### src/rtl/imem_fill_pkg.sv
package imem_fill_pkg;

    localparam int DATA_W   = 32;
    localparam int WORD_AW  = 22;
    localparam int ADDR_LSB = 2;
    localparam int RB_BIT   = 29;

    typedef enum logic [1:0] {
        SEL_PTR  = 2'd0,
        SEL_DATA = 2'd1,
        SEL_CTRL = 2'd2,
        SEL_NONE = 2'd3
    } reg_sel_e;

    typedef enum logic [1:0] {
        RSP_ZERO = 2'd0,
        RSP_HOLD = 2'd1,
        RSP_MEM  = 2'd2
    } rsp_kind_e;

    typedef struct packed {
        logic fill_wr;
        logic fill_rd;
        logic ptr_wr;
        logic ctrl_wr;
    } bus_cmd_t;

    function automatic logic [DATA_W-1:0] place_ptr(input logic [WORD_AW-1:0] p);
        logic [DATA_W-1:0] w;
        w = '0;
        w[ADDR_LSB +: WORD_AW] = p;
        return w;
    endfunction

    function automatic logic [DATA_W-1:0] place_flag(input logic f);
        logic [DATA_W-1:0] w;
        w = '0;
        w[RB_BIT] = f;
        return w;
    endfunction

endpackage

### src/rtl/imem_fill_ptr.sv
module imem_fill_ptr
    import imem_fill_pkg::*;
#(
    parameter int AW = WORD_AW
) (
    input  logic          clk,
    input  logic          rst,
    input  logic          load,
    input  logic [AW-1:0] load_val,
    input  logic          step,
    output logic [AW-1:0] ptr
);

    always_ff @(posedge clk) begin
        if (rst)       ptr <= '0;
        else if (load) ptr <= load_val;
        else if (step) ptr <= ptr + 1'b1;
    end

    // a fill moves the pointer on by one, wrapping at the top
    assert_ptr_step_R4: assert property (@(posedge clk) disable iff (rst)
        (step && !load) |=> (ptr == AW'($past(ptr) + 1'b1)));

    // with no load and no fill the pointer holds
    assert_ptr_hold_R5: assert property (@(posedge clk) disable iff (rst)
        (!step && !load) |=> $stable(ptr));

endmodule

### src/rtl/imem_fill_decode.sv
module imem_fill_decode
    import imem_fill_pkg::*;
(
    input  logic      clk,
    input  logic      rst,
    input  logic      req,
    input  logic      wr,
    input  reg_sel_e  sel,
    input  logic      bank_odd,
    input  logic      rb_en,
    output bus_cmd_t  cmd,
    output rsp_kind_e kind,
    output logic      even_we,
    output logic      odd_we,
    output logic      even_re,
    output logic      odd_re
);

    always_comb begin
        cmd  = '0;
        kind = RSP_ZERO;
        if (req) begin
            unique case (sel)
                SEL_PTR: begin
                    cmd.ptr_wr = wr;
                    kind       = wr ? RSP_ZERO : RSP_HOLD;
                end
                SEL_DATA: begin
                    cmd.fill_wr = wr;
                    cmd.fill_rd = !wr && rb_en;
                    kind        = (!wr && rb_en) ? RSP_MEM : RSP_ZERO;
                end
                SEL_CTRL: begin
                    cmd.ctrl_wr = wr;
                    kind        = wr ? RSP_ZERO : RSP_HOLD;
                end
                default: kind = RSP_ZERO;
            endcase
        end
    end

    assign even_we = cmd.fill_wr && !bank_odd;
    assign odd_we  = cmd.fill_wr &&  bank_odd;
    assign even_re = cmd.fill_rd && !bank_odd;
    assign odd_re  = cmd.fill_rd &&  bank_odd;

    // readback off means no bank is read
    assert_rb_gate_R7: assert property (@(posedge clk) disable iff (rst)
        (req && !wr && sel == SEL_DATA && !rb_en) |-> !(even_re || odd_re));

    // enables stay mutually exclusive
    assert_en_excl_R3: assert property (@(posedge clk) disable iff (rst)
        $onehot0({even_we, odd_we, even_re, odd_re}));

endmodule

### src/rtl/imem_fill_resp.sv
module imem_fill_resp
    import imem_fill_pkg::*;
#(
    parameter int DW = DATA_W
) (
    input  logic          clk,
    input  logic          rst,
    input  logic          req,
    input  rsp_kind_e     kind,
    input  logic [DW-1:0] hold_data,
    input  logic [DW-1:0] mem_rdata,
    output logic          ack,
    output logic [DW-1:0] rdata
);

    rsp_kind_e     kind_q;
    logic [DW-1:0] hold_q;

    always_ff @(posedge clk) begin
        if (rst) begin
            ack    <= 1'b0;
            kind_q <= RSP_ZERO;
            hold_q <= '0;
        end else begin
            ack    <= req;
            kind_q <= req ? kind : RSP_ZERO;
            hold_q <= (req && kind == RSP_HOLD) ? hold_data : '0;
        end
    end

    always_comb begin
        rdata = '0;
        if (ack) begin
            unique case (kind_q)
                RSP_HOLD: rdata = hold_q;
                RSP_MEM:  rdata = mem_rdata;
                default:  rdata = '0;
            endcase
        end
    end

    // every request is acknowledged on the next cycle, and only then
    assert_ack_follow_R8: assert property (@(posedge clk) disable iff (rst)
        req |=> ack);
    assert_ack_only_R8: assert property (@(posedge clk) disable iff (rst)
        !req |=> !ack);

endmodule

### src/rtl/imem_fill_port.sv
module imem_fill_port
    import imem_fill_pkg::*;
#(
    parameter int DW = DATA_W,
    parameter int AW = WORD_AW
) (
    input  logic          clk,
    input  logic          rst,
    input  logic          bus_req,
    input  logic          bus_wr,
    input  logic [1:0]    bus_sel,
    input  logic [DW-1:0] bus_wdata,
    output logic          bus_ack,
    output logic [DW-1:0] bus_rdata,
    output logic [AW-2:0] mem_addr,
    output logic [DW-1:0] mem_wdata,
    output logic          mem_even_we,
    output logic          mem_odd_we,
    output logic          mem_even_re,
    output logic          mem_odd_re,
    input  logic [DW-1:0] mem_rdata
);

    localparam int BANK_AW = AW - 1;

    reg_sel_e      sel;
    bus_cmd_t      cmd;
    rsp_kind_e     kind;
    logic [AW-1:0] ptr;
    logic          rb_en;
    logic [DW-1:0] hold_data;
    logic          unused_wbits;

    assign sel = reg_sel_e'(bus_sel);

    imem_fill_decode u_dec (
        .clk      (clk),
        .rst      (rst),
        .req      (bus_req),
        .wr       (bus_wr),
        .sel      (sel),
        .bank_odd (ptr[0]),
        .rb_en    (rb_en),
        .cmd      (cmd),
        .kind     (kind),
        .even_we  (mem_even_we),
        .odd_we   (mem_odd_we),
        .even_re  (mem_even_re),
        .odd_re   (mem_odd_re)
    );

    imem_fill_ptr #(.AW(AW)) u_ptr (
        .clk      (clk),
        .rst      (rst),
        .load     (cmd.ptr_wr),
        .load_val (bus_wdata[ADDR_LSB +: AW]),
        .step     (cmd.fill_wr),
        .ptr      (ptr)
    );

    always_ff @(posedge clk) begin
        if (rst)              rb_en <= 1'b0;
        else if (cmd.ctrl_wr) rb_en <= bus_wdata[RB_BIT];
    end

    assign hold_data = (sel == SEL_PTR) ? place_ptr(ptr) : place_flag(rb_en);

    imem_fill_resp #(.DW(DW)) u_rsp (
        .clk       (clk),
        .rst       (rst),
        .req       (bus_req),
        .kind      (kind),
        .hold_data (hold_data),
        .mem_rdata (mem_rdata),
        .ack       (bus_ack),
        .rdata     (bus_rdata)
    );

    assign mem_addr  = ptr[AW-1 -: BANK_AW];
    assign mem_wdata = bus_wdata;

    assign unused_wbits = ^{bus_wdata[DW-1:RB_BIT+1], bus_wdata[RB_BIT-1:ADDR_LSB+AW],
                            bus_wdata[ADDR_LSB-1:0]};

    // an even pointer fill hits the even bank, an odd one the odd bank
    assert_bank_even_R3: assert property (@(posedge clk) disable iff (rst)
        (bus_req && bus_wr && sel == SEL_DATA && !ptr[0]) |-> (mem_even_we && !mem_odd_we));
    assert_bank_odd_R3: assert property (@(posedge clk) disable iff (rst)
        (bus_req && bus_wr && sel == SEL_DATA && ptr[0]) |-> (mem_odd_we && !mem_even_we));

    // gated readback returns zero
    assert_rb_zero_R7: assert property (@(posedge clk) disable iff (rst)
        (bus_req && !bus_wr && sel == SEL_DATA && !rb_en) |=> (bus_rdata == '0));

    // no data without acknowledge
    assert_idle_zero_R8: assert property (@(posedge clk) disable iff (rst)
        !bus_ack |-> (bus_rdata == '0));

endmodule

### config.mk
export PLATFORM = sky130hd
export DESIGN_NAME = imem_fill_port
export DESIGN_NICKNAME = d
export VERILOG_FILES = /design/src/rtl/imem_fill_pkg.sv /design/src/rtl/imem_fill_ptr.sv /design/src/rtl/imem_fill_decode.sv /design/src/rtl/imem_fill_resp.sv /design/src/rtl/imem_fill_port.sv
export SDC_FILE = /design/constraint.sdc
export NUM_CORES = 1
export LEC_CHECK = 0
export ABC_AREA = 0
export BUFFER_PORTS_ARGS = -buffer_cell sky130_fd_sc_hd__buf_2
export CORE_ASPECT_RATIO = 1.2
export CORE_UTILIZATION = 35
export DETAILED_ROUTE_END_ITERATION = 7
export PLACE_DENSITY = 0.73
export SYNTH_ARGS = -nofsm -noshare
export SYNTH_HDL_FRONTEND = slang
export SYNTH_SLANG_ARGS = --single-unit
### constraint.sdc
create_clock -name clk -period 2.1 [get_ports clk]
set_clock_uncertainty 0.1 [all_clocks]
set_input_delay 0 -clock clk [delete_from_list [all_inputs] [get_ports clk]]
set_output_delay 0 -clock clk [all_outputs]
set_load 0.005 [all_outputs]
==> results.yml, run 1 <==
worst_setup_path:
  crit_top_cell: "buf_2"
  path_class: "in2out"
  worst_ep_arrival_time_ps: 1870
  slowest_stage: "and3b_1"
  crit_path_end_kind: "output port"
  slowest_delay_ps: 650
  critPathBufInv: 4
  crit_family: "buffers and inverters"
  worst-path-max-fanout: 18
  critPathRequiredTime_ps: 2000
  start_kind: "primary input"
  path_cells: "dlygate4sd3_1, buf_2, and3b_1, buf_4, and3_1, buf_2"
sta:
  final-hold-violation-count: 0
  slew_viol_final: 0
  relSlewSlack_pct: 55.2
  rsz0062_at_grt: "no"
  worst_pin_slew_ps: 672
  period_share_pct: 93.9
  fin_setup_tns_ps: 0
  clock.fmax_mhz: 507
  min_period_ps: 1970
  setup_viol: 0
route:
  dr.pass1.iters: 4
  drt-total-wl_um: 8970
  ant_nets: 0
  drcViolationCount: 0
  wl_per_cell_um: 15.3
  vias_per_cell: 5.34
  via_count: 3140
  drt_iter0_markers: 123
cts:
  htree_num_levels: 2
  cts.reportedPaths.clkPinSlew_ps: 90
  root_buffer: "clkbuf_8"
  clk_latency_ps: 300
  clock_path_buffers: 2
  cts_setup_buffers: 0
  cts_sinks: 49
  numCtsBuffers: 5
  cts_tree: "yes"
synthesis:
  yosysSeqAreaShare_pct: 33.4
  syn_area_per_cell_um2: 8.09
  syn_inst: 363
  syn_area_mm2: 0.00294
  synth_edf_count: 0
  yosys_most_used_dff: "dfxtp_1"
  syn_nets: 436
  ys_types: 51
  yosys_warnings: 0
  ys_async_sr_fraction_pct: 0
  synth.ff_latch_count: 49
floorplan:
  rows: 36
  die-area_mm2: 0.00876
  die_h_um: 102
  fp.dieW_um: 85.6
  boundaryPins: 160
  fp.coreArea_mm2: 0.00811
  start_util_pct: 36.2
power:
  p_per_area_mw_per_mm2: 476
  p_int_w: 0.00133
  clkPwrFrac_pct: 30.9
  switching_share_pct: 27.2
  share_seq_of_total_power_pct: 54.1
  switchingPower_w: 0.000496
  p_leak_nw: 1.72
  combPwrFrac_pct: 15.0
  peakVddDrop_uv: 218
  finalPower_w: 0.00183
cells_and_area:
  num_antenna_cells: 0
  final_cell_area_mm2: 0.00384
  nNetsFinal: 565
  final_common_cell: "buf_2"
  drive_gt1_share_pct: 35.5
  synthToLayoutAreaGrowth_pct: 30.7
  layout_common_cells: "buf_2, dfxtp_1, nor2_1"
placed_design:
  port_buffers: 141
  gp_congestion: 0.937
  place_hpwl_um: 6630
  post_dp_cell_area_mm2: 0.00348
worst_hold_path:
  hp-class: "in2reg"
global_routing:
  first_global_vias: 2787
  antenna_found_initial: 0
  grt_max_degree: 31
  grt_overflow: 0
  grt_pass1_wl_um: 13800
  groute.usage.overall_pct: 20.0
run:
  max-cap-violations: 0
run_status:
  status: "finished clean"
## power by group through the flow
stage / clock network [W] / registers, W / logic, W
after floorplan: 0 / 0.000998 / 0.000151
after CTS: 0.000572 / 0.000987 / 0.000274
after detailed placement: 0 / 0.00101 / 0.000234
final: 0.000565 / 0.000987 / 0.000273
after global placement: 0 / 0.00101 / 0.000233
after global routing: 0.000603 / 0.000991 / 0.000303
## kinds of logic after synthesis
logic type | share of synthesized area, %
flip-flops | 33.4
AND/OR/NAND/NOR | 29.6
AO/OA/AOI/OAI | 19.9
buffers and inverters | 14.1
multiplexers | 1.41
adder cells (fa/ha/maj) | 1.28
XOR/XNOR | 0.298
## sequential cells by signal, indices dropped and copies added (netlist names)
signal	count
rb_en	1
u_ptr.ptr	22
u_rsp.ack	1
u_rsp.hold_q	23
u_rsp.kind_q	2
## cell usage after synthesis, drive strengths merged, types with 2 or more instances
library cell	count	area, um2
dfxtp	49	981
nor2	44	165
buf	42	315
a22oi	27	203
and2	23	145
and3	20	125
a21oi	17	85.1
clkbuf	16	60.1
nand2	15	56.3
nand4	11	83.8
nand3	10	60.1
a31oi	8	50.1
inv	7	26.3
o21ai	6	30.0
or3	6	47.5
nand2b	5	31.3
nor4	5	31.3
a211oi	4	30.0
nor3	4	20.0
o211ai	4	30.0
o2bb2ai	4	35.0
or4	4	30.0
ha	3	37.5
mux2i	3	30.0
o311ai	3	26.3
a21o	2	15.0
o22ai	2	12.5
o31ai	2	15.0
o32ai	2	17.5
## timing repair
item / in CTS / in global routing
hold buffers: 26 / 0
endpoints found under the setup margin: 0 / 21
gates resized for setup: 0 / 2
hold endpoints to repair: 25 / 0
## stage by stage
step | std cells | hold WS, ps | setup slack (ps) | util [%]
after floorplan | 363 | -19.2 | 154 | -
after global placement | 554 | -100 | 212 | 43.0
after detailed placement | 554 | -100 | 162 | 43.0
after CTS | 588 | 5.17 | 88.0 | 47.3
after global routing | 588 | 27.1 | 12.2 | 47.3
final | 588 | 11.3 | 128 | 47.3
## tightest hold or removal path, cell delays in order
cell,delay [ps]
buf_2,100
a21oi_1,120
or3_1,100
nand3_1,50
## area by class of cell
| cell class | count | area [um2] |
|---|---|---|
| multi-input cells | 248 | 1550 |
| fillers | 803 | 4270 |
| inverters | 7 | 26.3 |
| clock inverters | 2 | 15.0 |
| well taps | 95 | 119 |
| repair buffers | 181 | 1070 |
| clock buffers | 6 | 72.6 |
| flip-flops and latches | 49 | 981 |
## metal layers
| metal | track usage (%) | share of wire [%] |
|---|---|---|
| met1 | 23.9 | 41 |
| met2 | 35.8 | 51 |
| met3 | 3.47 | 5.9 |
| met4 | 7.95 | 2.5 |
| met5 | 0 | 0 |
## final timing paths
check / from / end / slack, ps / depth (start not counted)
worst max-delay path: bus_sel[1] / mem_odd_we / 130 / 6
worst min-delay path: bus_wdata[18] / u_ptr.ptr[16] / 10 / 4
worst max register to register: u_ptr.ptr[0] / u_ptr.ptr[12] / 140 / 5
worst min register to register: rb_en / u_rsp.kind_q[1] / 410 / 2
Note: power is estimated with default switching activity, not from simulation.
==> run 2, diff against run 1 <==
--- a/config.mk
+++ b/config.mk
@@ -7,10 +7,13 @@
 export LEC_CHECK = 0
 export ABC_AREA = 0
 export BUFFER_PORTS_ARGS = -buffer_cell sky130_fd_sc_hd__buf_2
+export CAP_MARGIN = 5
 export CORE_ASPECT_RATIO = 1.2
 export CORE_UTILIZATION = 35
+export CTS_BUF_LIST = sky130_fd_sc_hd__clkbuf_2 sky130_fd_sc_hd__clkbuf_4 sky130_fd_sc_hd__clkbuf_8
 export DETAILED_ROUTE_END_ITERATION = 7
 export PLACE_DENSITY = 0.73
+export SETUP_SLACK_MARGIN = 0.2
 export SYNTH_ARGS = -nofsm -noshare
 export SYNTH_HDL_FRONTEND = slang
 export SYNTH_SLANG_ARGS = --single-unit
==> run 2 against run 1 <==
  * Critical path depth fell by 1
  * Global-route usage is 0.80 points higher
  * Sequential cell count did not move
  * Die area stayed put
  * Combinational power increased by 5%
  * Sequential share of layout area decreased by 0.79 points
  * Critical path type is now reg2reg
  * Routed wire length is 4.2% higher
  * Highest routed layer unchanged
  * Sequential power rose by 0.4%
  * Critical endpoint is now u_ptr.ptr[21]
==> results.yml, run 2 (same netlist as run 1, synthesis figures left out) <==
run_status:
  status: "finished clean"
sta:
  fin_setup_tns_ps: 0
  rsz0062_at_grt: "yes"
  setup_viol: 0
  clock.fmax_mhz: 540
  period_share_pct: 88.2
  min_period_ps: 1850
  final-hold-violation-count: 0
  relSlewSlack_pct: 65.1
  worst_pin_slew_ps: 524
  slew_viol_final: 0
cells_and_area:
  regMostFlops: "u_rsp.hold_q"
  multiInputGateArea_mm2: 0.00158
  final_common_cell: "buf_2"
  final_core_util_pct: 49.5
  finalNonFillerCells: 598
  nNetsFinal: 575
  seqCellArea_um2: 995
  final_cell_area_mm2: 0.00402
  fill_cells: 786
  largest_reg_flops: 23
  top_regs: "u_rsp.hold_q (23), u_ptr.ptr (22), u_rsp.kind_q (2)"
  synthToLayoutAreaGrowth_pct: 36.7
  drive_gt1_share_pct: 39.0
  num_antenna_cells: 0
  layout_common_cells: "buf_2, nor2_1, dfxtp_1"
power:
  peakVddDrop_uv: 397
  p_leak_nw: 1.81
  p_per_area_mw_per_mm2: 520
route:
  drcViolationCount: 0
  vias_per_cell: 5.38
  dr.pass1.iters: 4
  ant_nets: 0
  drt-total-wl_um: 9350
  via_count: 3220
  drt_iter0_markers: 177
  wl_per_cell_um: 15.6
global_routing:
  first_global_vias: 2962
  grt_pass1_wl_um: 14400
  grt_max_degree: 33
  antenna_found_initial: 0
  groute.usage.overall_pct: 20.8
  grt_overflow: 0
worst_setup_path:
  critPathRequiredTime_ps: 2190
  start_kind: "register"
  crit_path_end_kind: "register"
  path_class: "reg2reg"
  worst-path-max-fanout: 6
  worst_ep_arrival_time_ps: 1950
floorplan:
  fp.coreArea_mm2: 0.00811
  fp.dieW_um: 85.6
  die_h_um: 102
  rows: 36
  die-area_mm2: 0.00876
  boundaryPins: 160
  start_util_pct: 36.2
placed_design:
  port_buffers: 141
  post_dp_cell_area_mm2: 0.00350
  place_hpwl_um: 6670
  post-place-cells: 555
  gp_congestion: 0.908
worst_hold_path:
  hp-class: "in2reg"
cts:
  cts_sinks: 49
  root_buffer: "clkbuf_8"
  clk_latency_ps: 310
  htree_num_levels: 2
  numCtsBuffers: 5
  cts.reportedPaths.clkPinSlew_ps: 100
  clock_path_buffers: 2
  cts_tree: "yes"
run:
  max-cap-violations: 0
## run 2: cell count changes in the layout (fill, tap and decap cells not counted), sizes merged
cell	change
buf	+7
clkinvlp	-2
bufinv	+2
inv	+1
clkbuf	-1
dlygate4sd3	+3
## run 2: cell type report
| class | instances | share of cell area, % |
|---|---|---|
| sequential | 49 | 24.8 |
| tap | 95 | 2.96 |
| inverter | 7 | 0.654 |
| clock buffer | 5 | 1.71 |
| clock inverter | 3 | 1.71 |
| multi-input combinational | 248 | 39.3 |
| timing repair buffer | 191 | 28.9 |
## run 2: power breakdown
| group | switching (W) | internal (W) |
|---|---|---|
| sequential | 0.0000403 | 0.000951 |
| combinational | 0.000134 | 0.000152 |
| clock | 0.000333 | 0.000479 |
| total | 0.000507 | 0.00158 |
## run 2: per-stage QoR
step / power (W) / hold slack [ps] / worst slack (ps)
after global placement: 0.00124 / -100 / 194
after floorplan: 0.00115 / -19.2 / 247
final: 0.00209 / 11.0 / 248
after detailed placement: 0.00125 / -100 / 140
after CTS: 0.00209 / 3.92 / 139
after global routing: 0.00217 / 24.0 / 165
## run 2: worst paths after layout
path | slack [ps] | startpoint | depth (start not counted) | to
worst max-delay path | 250 | u_ptr.ptr[6] | 5 | u_ptr.ptr[21]
worst min-delay path | 10 | bus_wr | 4 | u_rsp.kind_q[1]
worst max register to register | 250 | u_ptr.ptr[6] | 5 | u_ptr.ptr[21]
worst min register to register | 400 | rb_en | 2 | u_rsp.kind_q[1]
## run 2: what timing repair did
| item | in CTS | in global routing |
|---|---|---|
| setup endpoints to repair | 35 | 9 |
| pin swaps | 1 | 5 |
| endpoints found under the hold margin | 29 | 0 |
| setup buffers | 1 | 5 |
| hold buffers | 30 | 0 |
| resized for setup | 4 | 14 |
## run 2: worst max-delay path, stage by stage, from the launching register on
cell,delay [ps]
dfxtp_1,440
nand4_1,210
buf_4,200
or4_4,520
mux2i_1,180
a31oi_1,90
## run 2: routing by layer
layer	wire length (um)	global-route usage [%]
met1	3810	25.4
met2	4750	36.4
met3	595	3.31
met4	191	8.97
met5	0	0
